File: src/rtl/sram_ctrl_pkg.sv
`timescale 1ns/1ps
package sram_ctrl_pkg;

  typedef enum logic [2:0] {
    ST_IDLE,
    ST_WR_STROBE,
    ST_WR_RECOV,
    ST_RD_ACCESS,
    ST_RD_RELEASE
  } phase_e;

  // nanosecond minimums of one memory speed grade
  typedef struct packed {
    int unsigned cyc_wr;    // full write cycle
    int unsigned addr_wr;   // address valid before write end
    int unsigned pulse_we;  // write enable low width
    int unsigned data_su;   // data setup before write end
    int unsigned acc_addr;  // address to data valid
    int unsigned acc_oe;    // output enable to data valid
    int unsigned cyc_rd;    // full read cycle
    int unsigned rel_bus;   // memory bus release after strobe rise
  } grade_ns_t;

  function automatic grade_ns_t grade_ns(input bit slow);
    grade_ns_t g;
    if (slow) begin
      g.cyc_wr = 70; g.addr_wr = 60; g.pulse_we = 50; g.data_su = 30;
      g.acc_addr = 70; g.acc_oe = 35; g.cyc_rd = 70; g.rel_bus = 25;
    end else begin
      g.cyc_wr = 55; g.addr_wr = 45; g.pulse_we = 40; g.data_su = 25;
      g.acc_addr = 55; g.acc_oe = 25; g.cyc_rd = 55; g.rel_bus = 20;
    end
    return g;
  endfunction

  function automatic int unsigned ns_to_cyc(input int unsigned ns, input int unsigned tck);
    int unsigned c;
    c = (ns + tck - 1) / tck;
    return (c == 0) ? 1 : c;
  endfunction

  function automatic int unsigned max2(input int unsigned a, input int unsigned b);
    return (a > b) ? a : b;
  endfunction

endpackage

File: src/rtl/sram_phase_timer.sv
`timescale 1ns/1ps
module sram_phase_timer #(
  parameter int CNT_W = 4
) (
  input  logic             clk,
  input  logic             rst,
  input  logic             load,
  input  logic [CNT_W-1:0] load_val,
  output logic             done
);
  logic [CNT_W-1:0] cnt_q;

  always_ff @(posedge clk) begin
    if (rst)               cnt_q <= '0;
    else if (load)         cnt_q <= load_val;
    else if (cnt_q != '0)  cnt_q <= cnt_q - 1'b1;
  end

  assign done = (cnt_q == '0);
endmodule

File: src/rtl/sram_ctrl_fsm.sv
`timescale 1ns/1ps
module sram_ctrl_fsm
  import sram_ctrl_pkg::*;
#(
  parameter int CNT_W = 4,
  parameter int WP    = 9,
  parameter int WR    = 2,
  parameter int RA    = 11,
  parameter int RH    = 4
) (
  input  logic             clk,
  input  logic             rst,
  input  logic             req_fire,
  input  logic             req_write,
  input  logic             timer_done,
  output logic             timer_load,
  output logic [CNT_W-1:0] timer_val,
  output logic             capture,
  output logic             idle,
  output logic             ce_n,
  output logic             oe_n,
  output logic             we_n,
  output logic             dq_oe,
  output logic             rsp_valid
);
  phase_e state_q, state_d;
  logic   finish;

  always_comb begin
    state_d    = state_q;
    timer_load = 1'b0;
    timer_val  = '0;
    capture    = 1'b0;
    finish     = 1'b0;
    case (state_q)
      ST_IDLE: if (req_fire) begin
        timer_load = 1'b1;
        if (req_write) begin
          state_d   = ST_WR_STROBE;
          timer_val = CNT_W'(WP - 1);
        end else begin
          state_d   = ST_RD_ACCESS;
          timer_val = CNT_W'(RA - 1);
        end
      end
      ST_WR_STROBE: if (timer_done) begin
        state_d    = ST_WR_RECOV;
        timer_load = 1'b1;
        timer_val  = CNT_W'(WR - 1);
      end
      ST_WR_RECOV: if (timer_done) begin
        state_d = ST_IDLE;
        finish  = 1'b1;
      end
      ST_RD_ACCESS: if (timer_done) begin
        state_d    = ST_RD_RELEASE;
        timer_load = 1'b1;
        timer_val  = CNT_W'(RH - 1);
        capture    = 1'b1;
      end
      ST_RD_RELEASE: if (timer_done) begin
        state_d = ST_IDLE;
        finish  = 1'b1;
      end
      default: state_d = ST_IDLE;
    endcase
  end

  // strobes are registered and follow the phase being entered
  always_ff @(posedge clk) begin
    if (rst) begin
      state_q   <= ST_IDLE;
      ce_n      <= 1'b1;
      oe_n      <= 1'b1;
      we_n      <= 1'b1;
      dq_oe     <= 1'b0;
      rsp_valid <= 1'b0;
    end else begin
      state_q   <= state_d;
      ce_n      <= !(state_d == ST_WR_STROBE || state_d == ST_RD_ACCESS);
      oe_n      <= !(state_d == ST_RD_ACCESS);
      we_n      <= !(state_d == ST_WR_STROBE);
      dq_oe     <= (state_d == ST_WR_STROBE);
      rsp_valid <= finish;
    end
  end

  assign idle = (state_q == ST_IDLE);
endmodule

File: src/rtl/sram_ctrl_datapath.sv
`timescale 1ns/1ps
module sram_ctrl_datapath #(
  parameter int ADDR_W = 19,
  parameter int DATA_W = 8
) (
  input  logic              clk,
  input  logic              rst,
  input  logic              accept,
  input  logic [ADDR_W-1:0] req_addr,
  input  logic [DATA_W-1:0] req_wdata,
  input  logic              capture,
  input  logic [DATA_W-1:0] mem_dq_in,
  output logic [ADDR_W-1:0] mem_addr,
  output logic [DATA_W-1:0] mem_dq_out,
  output logic [DATA_W-1:0] rdata
);
  always_ff @(posedge clk) begin
    if (rst) begin
      mem_addr   <= '0;
      mem_dq_out <= '0;
      rdata      <= '0;
    end else begin
      if (accept) begin
        mem_addr   <= req_addr;
        mem_dq_out <= req_wdata;
      end
      if (capture) rdata <= mem_dq_in;
    end
  end
endmodule

File: src/rtl/sram_bus_ctrl.sv
`timescale 1ns/1ps
module sram_bus_ctrl
  import sram_ctrl_pkg::*;
#(
  parameter int ADDR_W     = 19,
  parameter int DATA_W     = 8,
  parameter int CLK_NS     = 5,
  parameter bit SLOW_GRADE = 1'b0
) (
  input  logic              clk,
  input  logic              rst,
  input  logic              req_valid,
  output logic              req_ready,
  input  logic              req_write,
  input  logic [ADDR_W-1:0] req_addr,
  input  logic [DATA_W-1:0] req_wdata,
  output logic              rsp_valid,
  output logic [DATA_W-1:0] rsp_rdata,
  output logic [ADDR_W-1:0] mem_addr,
  output logic              mem_ce_n,
  output logic              mem_oe_n,
  output logic              mem_we_n,
  output logic [DATA_W-1:0] mem_dq_out,
  output logic              mem_dq_oe,
  input  logic [DATA_W-1:0] mem_dq_in
);
  localparam grade_ns_t G = grade_ns(SLOW_GRADE);
  localparam int WP_CYC = int'(max2(max2(ns_to_cyc(G.pulse_we, CLK_NS),
                                         ns_to_cyc(G.addr_wr, CLK_NS)),
                                    ns_to_cyc(G.data_su, CLK_NS)));
  localparam int WC_CYC = int'(ns_to_cyc(G.cyc_wr, CLK_NS));
  localparam int WR_CYC = (WC_CYC > WP_CYC) ? WC_CYC - WP_CYC : 1;
  localparam int RA_CYC = int'(max2(max2(ns_to_cyc(G.acc_addr, CLK_NS),
                                         ns_to_cyc(G.acc_oe, CLK_NS)),
                                    ns_to_cyc(G.cyc_rd, CLK_NS)));
  localparam int RH_CYC = int'(ns_to_cyc(G.rel_bus, CLK_NS));
  localparam int MAX_CYC = int'(max2(max2(WP_CYC, WR_CYC), max2(RA_CYC, RH_CYC)));
  localparam int CNT_W  = $clog2(MAX_CYC + 1);

  logic             idle, fire, capture, timer_load, timer_done;
  logic [CNT_W-1:0] timer_val;

  assign req_ready = idle;
  assign fire      = req_valid && idle;

  sram_phase_timer #(.CNT_W(CNT_W)) u_timer (
    .clk(clk), .rst(rst), .load(timer_load), .load_val(timer_val), .done(timer_done)
  );

  sram_ctrl_fsm #(
    .CNT_W(CNT_W), .WP(WP_CYC), .WR(WR_CYC), .RA(RA_CYC), .RH(RH_CYC)
  ) u_fsm (
    .clk(clk), .rst(rst), .req_fire(fire), .req_write(req_write),
    .timer_done(timer_done), .timer_load(timer_load), .timer_val(timer_val),
    .capture(capture), .idle(idle), .ce_n(mem_ce_n), .oe_n(mem_oe_n),
    .we_n(mem_we_n), .dq_oe(mem_dq_oe), .rsp_valid(rsp_valid)
  );

  sram_ctrl_datapath #(.ADDR_W(ADDR_W), .DATA_W(DATA_W)) u_dp (
    .clk(clk), .rst(rst), .accept(fire), .req_addr(req_addr),
    .req_wdata(req_wdata), .capture(capture), .mem_dq_in(mem_dq_in),
    .mem_addr(mem_addr), .mem_dq_out(mem_dq_out), .rdata(rsp_rdata)
  );
endmodule

File: config.mk
export PLATFORM = sky130hd
export DESIGN_NAME = sram_bus_ctrl
export DESIGN_NICKNAME = d
export VERILOG_FILES = /design/src/rtl/sram_ctrl_pkg.sv /design/src/rtl/sram_phase_timer.sv /design/src/rtl/sram_ctrl_fsm.sv /design/src/rtl/sram_ctrl_datapath.sv /design/src/rtl/sram_bus_ctrl.sv
export SDC_FILE = /design/constraint.sdc
export NUM_CORES = 1
export LEC_CHECK = 0
export CAP_MARGIN = 15
export CORE_UTILIZATION = 45
export DETAILED_ROUTE_END_ITERATION = 12
export DONT_BUFFER_PORTS = 1
export GPL_TIMING_DRIVEN = 1
export PLACE_DENSITY_LB_ADDON = 0.08
export SLEW_MARGIN = 20
export SYNTH_ARGS = -nofsm -noshare
export SYNTH_HDL_FRONTEND = slang
export SYNTH_SLANG_ARGS = --single-unit
export TNS_END_PERCENT = 10
File: constraint.sdc
create_clock -name clk -period 2.2 [get_ports clk]
set_clock_uncertainty 0.2 [all_clocks]
set_input_delay 0.66 -clock clk [delete_from_list [all_inputs] [get_ports clk]]
set_output_delay 0.66 -clock clk [all_outputs]
set_load 0.1 [all_outputs]
Word-level counts from Yosys, hierarchy flattened
Index checks and enable logic that the tools add are counted.
W data, S select, Z words.

word-level totals
  logic and storage cells = 47
  register bits after elaboration = 47
  input bits = 39
  output and inout bits = 41

cells by class
  multiplexer cells = 17
  equal/unequal tests = 6
  bitwise logic cells = 1
  add/sub/neg operators = 1
  reduce and logical (&&, ||, !) cells = 12

operator list
  operator               count
  $mux W3                4
  $mux W4                3
  $pmux W3 S4            1
  $pmux W4 S3            1
  $eq A3 B2 Y1 const B   3
  $eq A3 B1 Y1 const B   2
  $mux W2                3
  $reduce_or A2 Y1       3
  $logic_not A4 Y1       1
  $mux W1                4
  $reduce_bool A4 Y1     1
  $sub A4 B1 Y4 const B  1
  $eq A3 B3 Y1 const B   1
  $logic_not A1 Y1       3
  $logic_not A3 Y1       1
  $pmux W1 S2            1
  $reduce_bool A2 Y1     1
  $logic_and A1 B1 Y1    1
  $logic_or A1 B1 Y1     1
  $not A1 Y1             1

Longest topological paths before layout
  depth after elaboration = 7
  mapped depth = 7
  depth with buffers taken out = 5

Modules after synthesis
Synthesis repeated with hierarchy kept, for this count alone.

unflattened totals
  cells, all modules = 177
  area, all modules = 1876.8 um2

by module, submodules not included
  module              cells an instance  times used  area each (um2)  seq. area each (um2)
  sram_ctrl_datapath  113                1           1258.7           700.7
  sram_ctrl_fsm       39                 1           382.9            160.2
  sram_phase_timer    24                 1           229.0            80.1
  sram_bus_ctrl       1                  1           6.3              0.0

Worst setup path before layout
No wires, ideal clock.

  kind = reg-to-output
  from = register u_fsm.state_q[1]
  to = output port req_ready
  path buffers = 1
  path slack = -1.259 ns
  data required time = 1.340 ns
  data arrival time = 2.599 ns
  cell stages (with the launch flop) = 3
  cells stage by stage = dfxtp_1 > clkbuf_1 > nor3_1

between the ends
  longest elaborated chain between the ends = 1

ends and longest elaborated chain
  element                 line                 text
  from (decl)             sram_ctrl_fsm.sv:26  phase_e state_q, state_d;
  from (signal assigned)  sram_ctrl_fsm.sv:79  state_q <= state_d;
  $logic_not A3 Y1        sram_ctrl_fsm.sv:88  assign idle = (state_q == ST_IDLE);
  to (decl)               sram_bus_ctrl.sv:13  output logic req_ready,

Every way passes these cells.

Worst setup path in the final report
Same ends and word-level chain as after synthesis.

==> reports/qor.tcl <==
set qor(antenna_found_initial) 0
set qor(synthArstFlopShare_pct) 0
set qor(drive_above_1_share_pct) 24.40
set qor(worst_r2r_startpoint) {u_timer.cnt_q[0]$_SDFFE_PP0P_}
set qor(placed_cell_area_um2) 2146
set qor(grt_start_max_net_pins) 49
set qor(postSynthNetCount) 252
set qor(ios) 80
set qor(timing.final.crit_share_pct) 94.73
set qor(numPortBuffers) 0
set qor(n_antenna_cell) 0
set qor(floorplan.rows) 22
set qor(fp.dieW_um) 64.97
set qor(avgSynthCellArea_um2) 8.416
set qor(cp_slowest_stage_delay_ns) 0.47
set qor(cts-root-buf) {sky130_fd_sc_hd__clkbuf_8}
set qor(final-seq-area_um2) 940.9
set qor(cts-hold-fix-buffers) 0
set qor(clock_tree.buffer_depth) 2
set qor(drt.antenna.violating_nets) 0
set qor(synth.ff_latch_count) 47
set qor(irDropWorstVdd_mv) 0.6204
set qor(cap_viol_max_count) 0
set qor(worstPathMaxFanout) 13
set qor(flow.area_growth_from_synthesis_pct) 27.07
set qor(setup.worst_path.start_class) {register}
set qor(slew_headroom_pct) 66.17
set qor(number_of_drc_markers_after_the_initial_detailed_route_iteration) 26
set qor(worst_ep_arrival_time_ns) 1.22
set qor(cts.repair.resized) 0
set qor(setup_slack_ns) 0.1160
set qor(crit_path_to) {req_ready}
set qor(length_of_the_first_detailed_routing_pass_in_iterations) 4
set qor(synthDistinctLibCells) 34
set qor(post-cts-setup-buffer-count) 0
set qor(hpwl_mm) 2.794
set qor(mappedNetlistArea_um2) 1784
set qor(core_area_um2) 3744
set qor(count_of_final_setup_violators) 0
set qor(synthesis.instances) 212
set qor(synth_edf_count) 0
set qor(final_period_minus_worst_setup_slack_ns) 2.084
set qor(number_of_h_tree_branching_levels) 2
set qor(status) {finished, final reports clean}
set qor(first_pass_grt_wire_length_mm) 5.975
set qor(critical_path_required_ns) 1.34
set qor(dp_cell_count) 290
set qor(drcViolationCount) 0
set qor(slew_viols_final) 0
set qor(reg2reg_slack_ns) 0.16
set qor(initial_utilization_pct) 47.66
set qor(worst_reg2reg_endpoint) {u_fsm.dq_oe$_SDFF_PP0_}
set qor(hold_ws_ns) 0.2318
set qor(final_net_count) 289
set qor(synth_flop_cell) {sky130_fd_sc_hd__dfxtp_1}
set qor(die-height_um) 64.97
set qor(clkTransAtPathRegs_ns) 0.08
set qor(cellPowerDensity_nw_per_um2) 1383
set qor(cts_made_buffers) 5
set qor(worst_setup_path_end_kind) {output port}
set qor(vias_per_inst) 5.272
set qor(worst_pin_slew_ns) 0.5067
set qor(dp_slack_ns) 0.1925
set qor(worst_path_max_delay_cell) {sky130_fd_sc_hd__dfxtp_1}
set qor(r2r_cells) 5
set qor(worst_setup_path_startpoint) {u_fsm.state_q[1]$_SDFF_PP0_}
set qor(totalWireLength_mm) 3.898
set qor(finalInstanceArea_um2) 2267
set qor(multi_input_comb_area_um2) 777.0
set qor(global_route.usage.total_pct) 18.33
set qor(cp_cell_sequence) {nor3_4 > buf_6}
set qor(detail_route.wl_per_cell_um) 13.08
set qor(place.gp.congestion) 0.7279
set qor(utilization_pct) 60.56
set qor(clock_insertion_delay_worst_skew_ns) 0.29
set qor(via_count) 1571
set qor(synth.yosys.seq_area_share_pct) 52.73
set qor(timing.final.hold_violations) 0
set qor(hold_class) {primary input to register}
set qor(design.die.area_um2) 4220
set qor(yosysWarningCount) 0
set qor(non_filler_cells_final) 298
set qor(grt_overflow_total) 0
set qor(filler_cell_count) 343
set qor(power.static_leakage_nw) 0.9106
set qor(vias_in_the_first_global_route) 1421
set qor(power.total_mw) 3.136
set qor(achievable-frequency_mhz) 479.8
set qor(rsz0062_at_grt) {false}
set qor(worst-setup-path-type) {register to output port}
set qor(fin_tns_setup_ns) 0
set qor(tritoncts) {done}
set qor(cts_num_sinks) 47
flip-flops by register name (all words and copies together), names as in the netlist:
signal	flops
u_dp.mem_addr	19
u_dp.mem_dq_out	8
u_dp.rdata	8
u_timer.cnt_q	4
u_fsm.state_q	3
u_fsm.ce_n	1
u_fsm.dq_oe	1
u_fsm.oe_n	1
u_fsm.rsp_valid	1
u_fsm.we_n	1
worst min path at each step:
| stage | startpoint | cells past startpoint | to | slack, ns |
|---|---|---|---|---|
| 2_1_floorplan | u_timer.cnt_q[0]$_SDFFE_PP0P_ | 1 | u_timer.cnt_q[0]$_SDFFE_PP0P_ | 0.23 |
| 3_3_place_gp | u_dp.mem_dq_out[2]$_SDFFE_PP0P_ | 2 | u_dp.mem_dq_out[2]$_SDFFE_PP0P_ | 0.24 |
| 3_5_place_dp | u_dp.mem_dq_out[2]$_SDFFE_PP0P_ | 2 | u_dp.mem_dq_out[2]$_SDFFE_PP0P_ | 0.24 |
| 4_1_cts | rst | 1 | u_dp.mem_addr[15]$_SDFFE_PP0P_ | 0.22 |
| 5_1_grt | rst | 1 | u_dp.rdata[3]$_SDFFE_PP0N_ | 0.21 |
| 6_report | rst | 1 | u_dp.rdata[1]$_SDFFE_PP0N_ | 0.23 |
cells in the mapped netlist (2+ instances only):
master	number	share of area (%)
sky130_fd_sc_hd__nor4b_1	2	0.98
sky130_fd_sc_hd__nand3_1	9	2.5
sky130_fd_sc_hd__nand3b_1	2	0.84
sky130_fd_sc_hd__a211o_1	2	0.98
sky130_fd_sc_hd__a211oi_1	2	0.84
sky130_fd_sc_hd__a21oi_1	37	10
sky130_fd_sc_hd__a2111oi_0	2	0.98
sky130_fd_sc_hd__nor3b_1	2	0.84
sky130_fd_sc_hd__nand2_1	58	12
sky130_fd_sc_hd__dfxtp_1	47	53
sky130_fd_sc_hd__inv_1	2	0.42
sky130_fd_sc_hd__o21ai_0	8	2.2
sky130_fd_sc_hd__nor2_1	2	0.42
sky130_fd_sc_hd__nor3_1	3	0.84
sky130_fd_sc_hd__clkbuf_1	15	3.2
power breakdown:
group	switching (mW)	internal, mW
logic	1.08	0.362
registers	0.0938	0.976
clock network	0.261	0.367
cell usage in the layout, fill, tap and decap left out, types with 2 or more instances in the layout:
cell type                    n
sky130_fd_sc_hd__nand2_1    58
sky130_fd_sc_hd__buf_4      47
sky130_fd_sc_hd__dfxtp_1    47
sky130_fd_sc_hd__a21oi_1    37
sky130_fd_sc_hd__nand3_1     9
sky130_fd_sc_hd__o21ai_0     8
sky130_fd_sc_hd__clkbuf_8    6
sky130_fd_sc_hd__inv_1       2
sky130_fd_sc_hd__nor3b_1     2
sky130_fd_sc_hd__nor2_1      2
sky130_fd_sc_hd__nand3b_1    2
sky130_fd_sc_hd__a2111oi_0   2
sky130_fd_sc_hd__a211o_1     2
sky130_fd_sc_hd__nor3_1      2
sky130_fd_sc_hd__a211oi_1    2
critical path, delay by kind of cell, from the launching register on:
| kind | cells | cell delay (ns) |
|---|---|---|
| and+or+nand+nor | 1 | 0.23 |
| buffers and inverters | 1 | 0.24 |
| DFF | 1 | 0.47 |
metal layers:
metal	global-route usage [%]	vias to the layer above	wire length [um]	part of all wire, %
met5	0	-	0	0
met4	5.000	0	12	0.31
met3	6.514	2	276	7.1
met2	33.33	57	2055	53
met1	19.76	716	1553	40
li1	-	796	-	-
final cells by class:
type                            instances  area share [%]
Multi-Input combinational cell        145           34.27
Tap cell                               48           2.649
Clock inverter                          2           1.545
Timing Repair Buffer                   48           16.06
Sequential cell                        47           41.50
Inverter                                2          0.3311
Clock buffer                            6           3.642
cells by family (layout without fill, tap and decap cells):
group | Yosys count | count (layout) | share of synthesized area, %
xor+xnor | 1 | 1 | 0.4910
flops | 47 | 47 | 52.73
mux | 2 | 2 | 1.192
fa+ha+maj | 1 | 1 | 0.7012
simple gates | 84 | 84 | 21.25
buf+inv | 20 | 58 | 4.698
compound gates | 57 | 57 | 18.93
(Power assumes the default switching activity.)
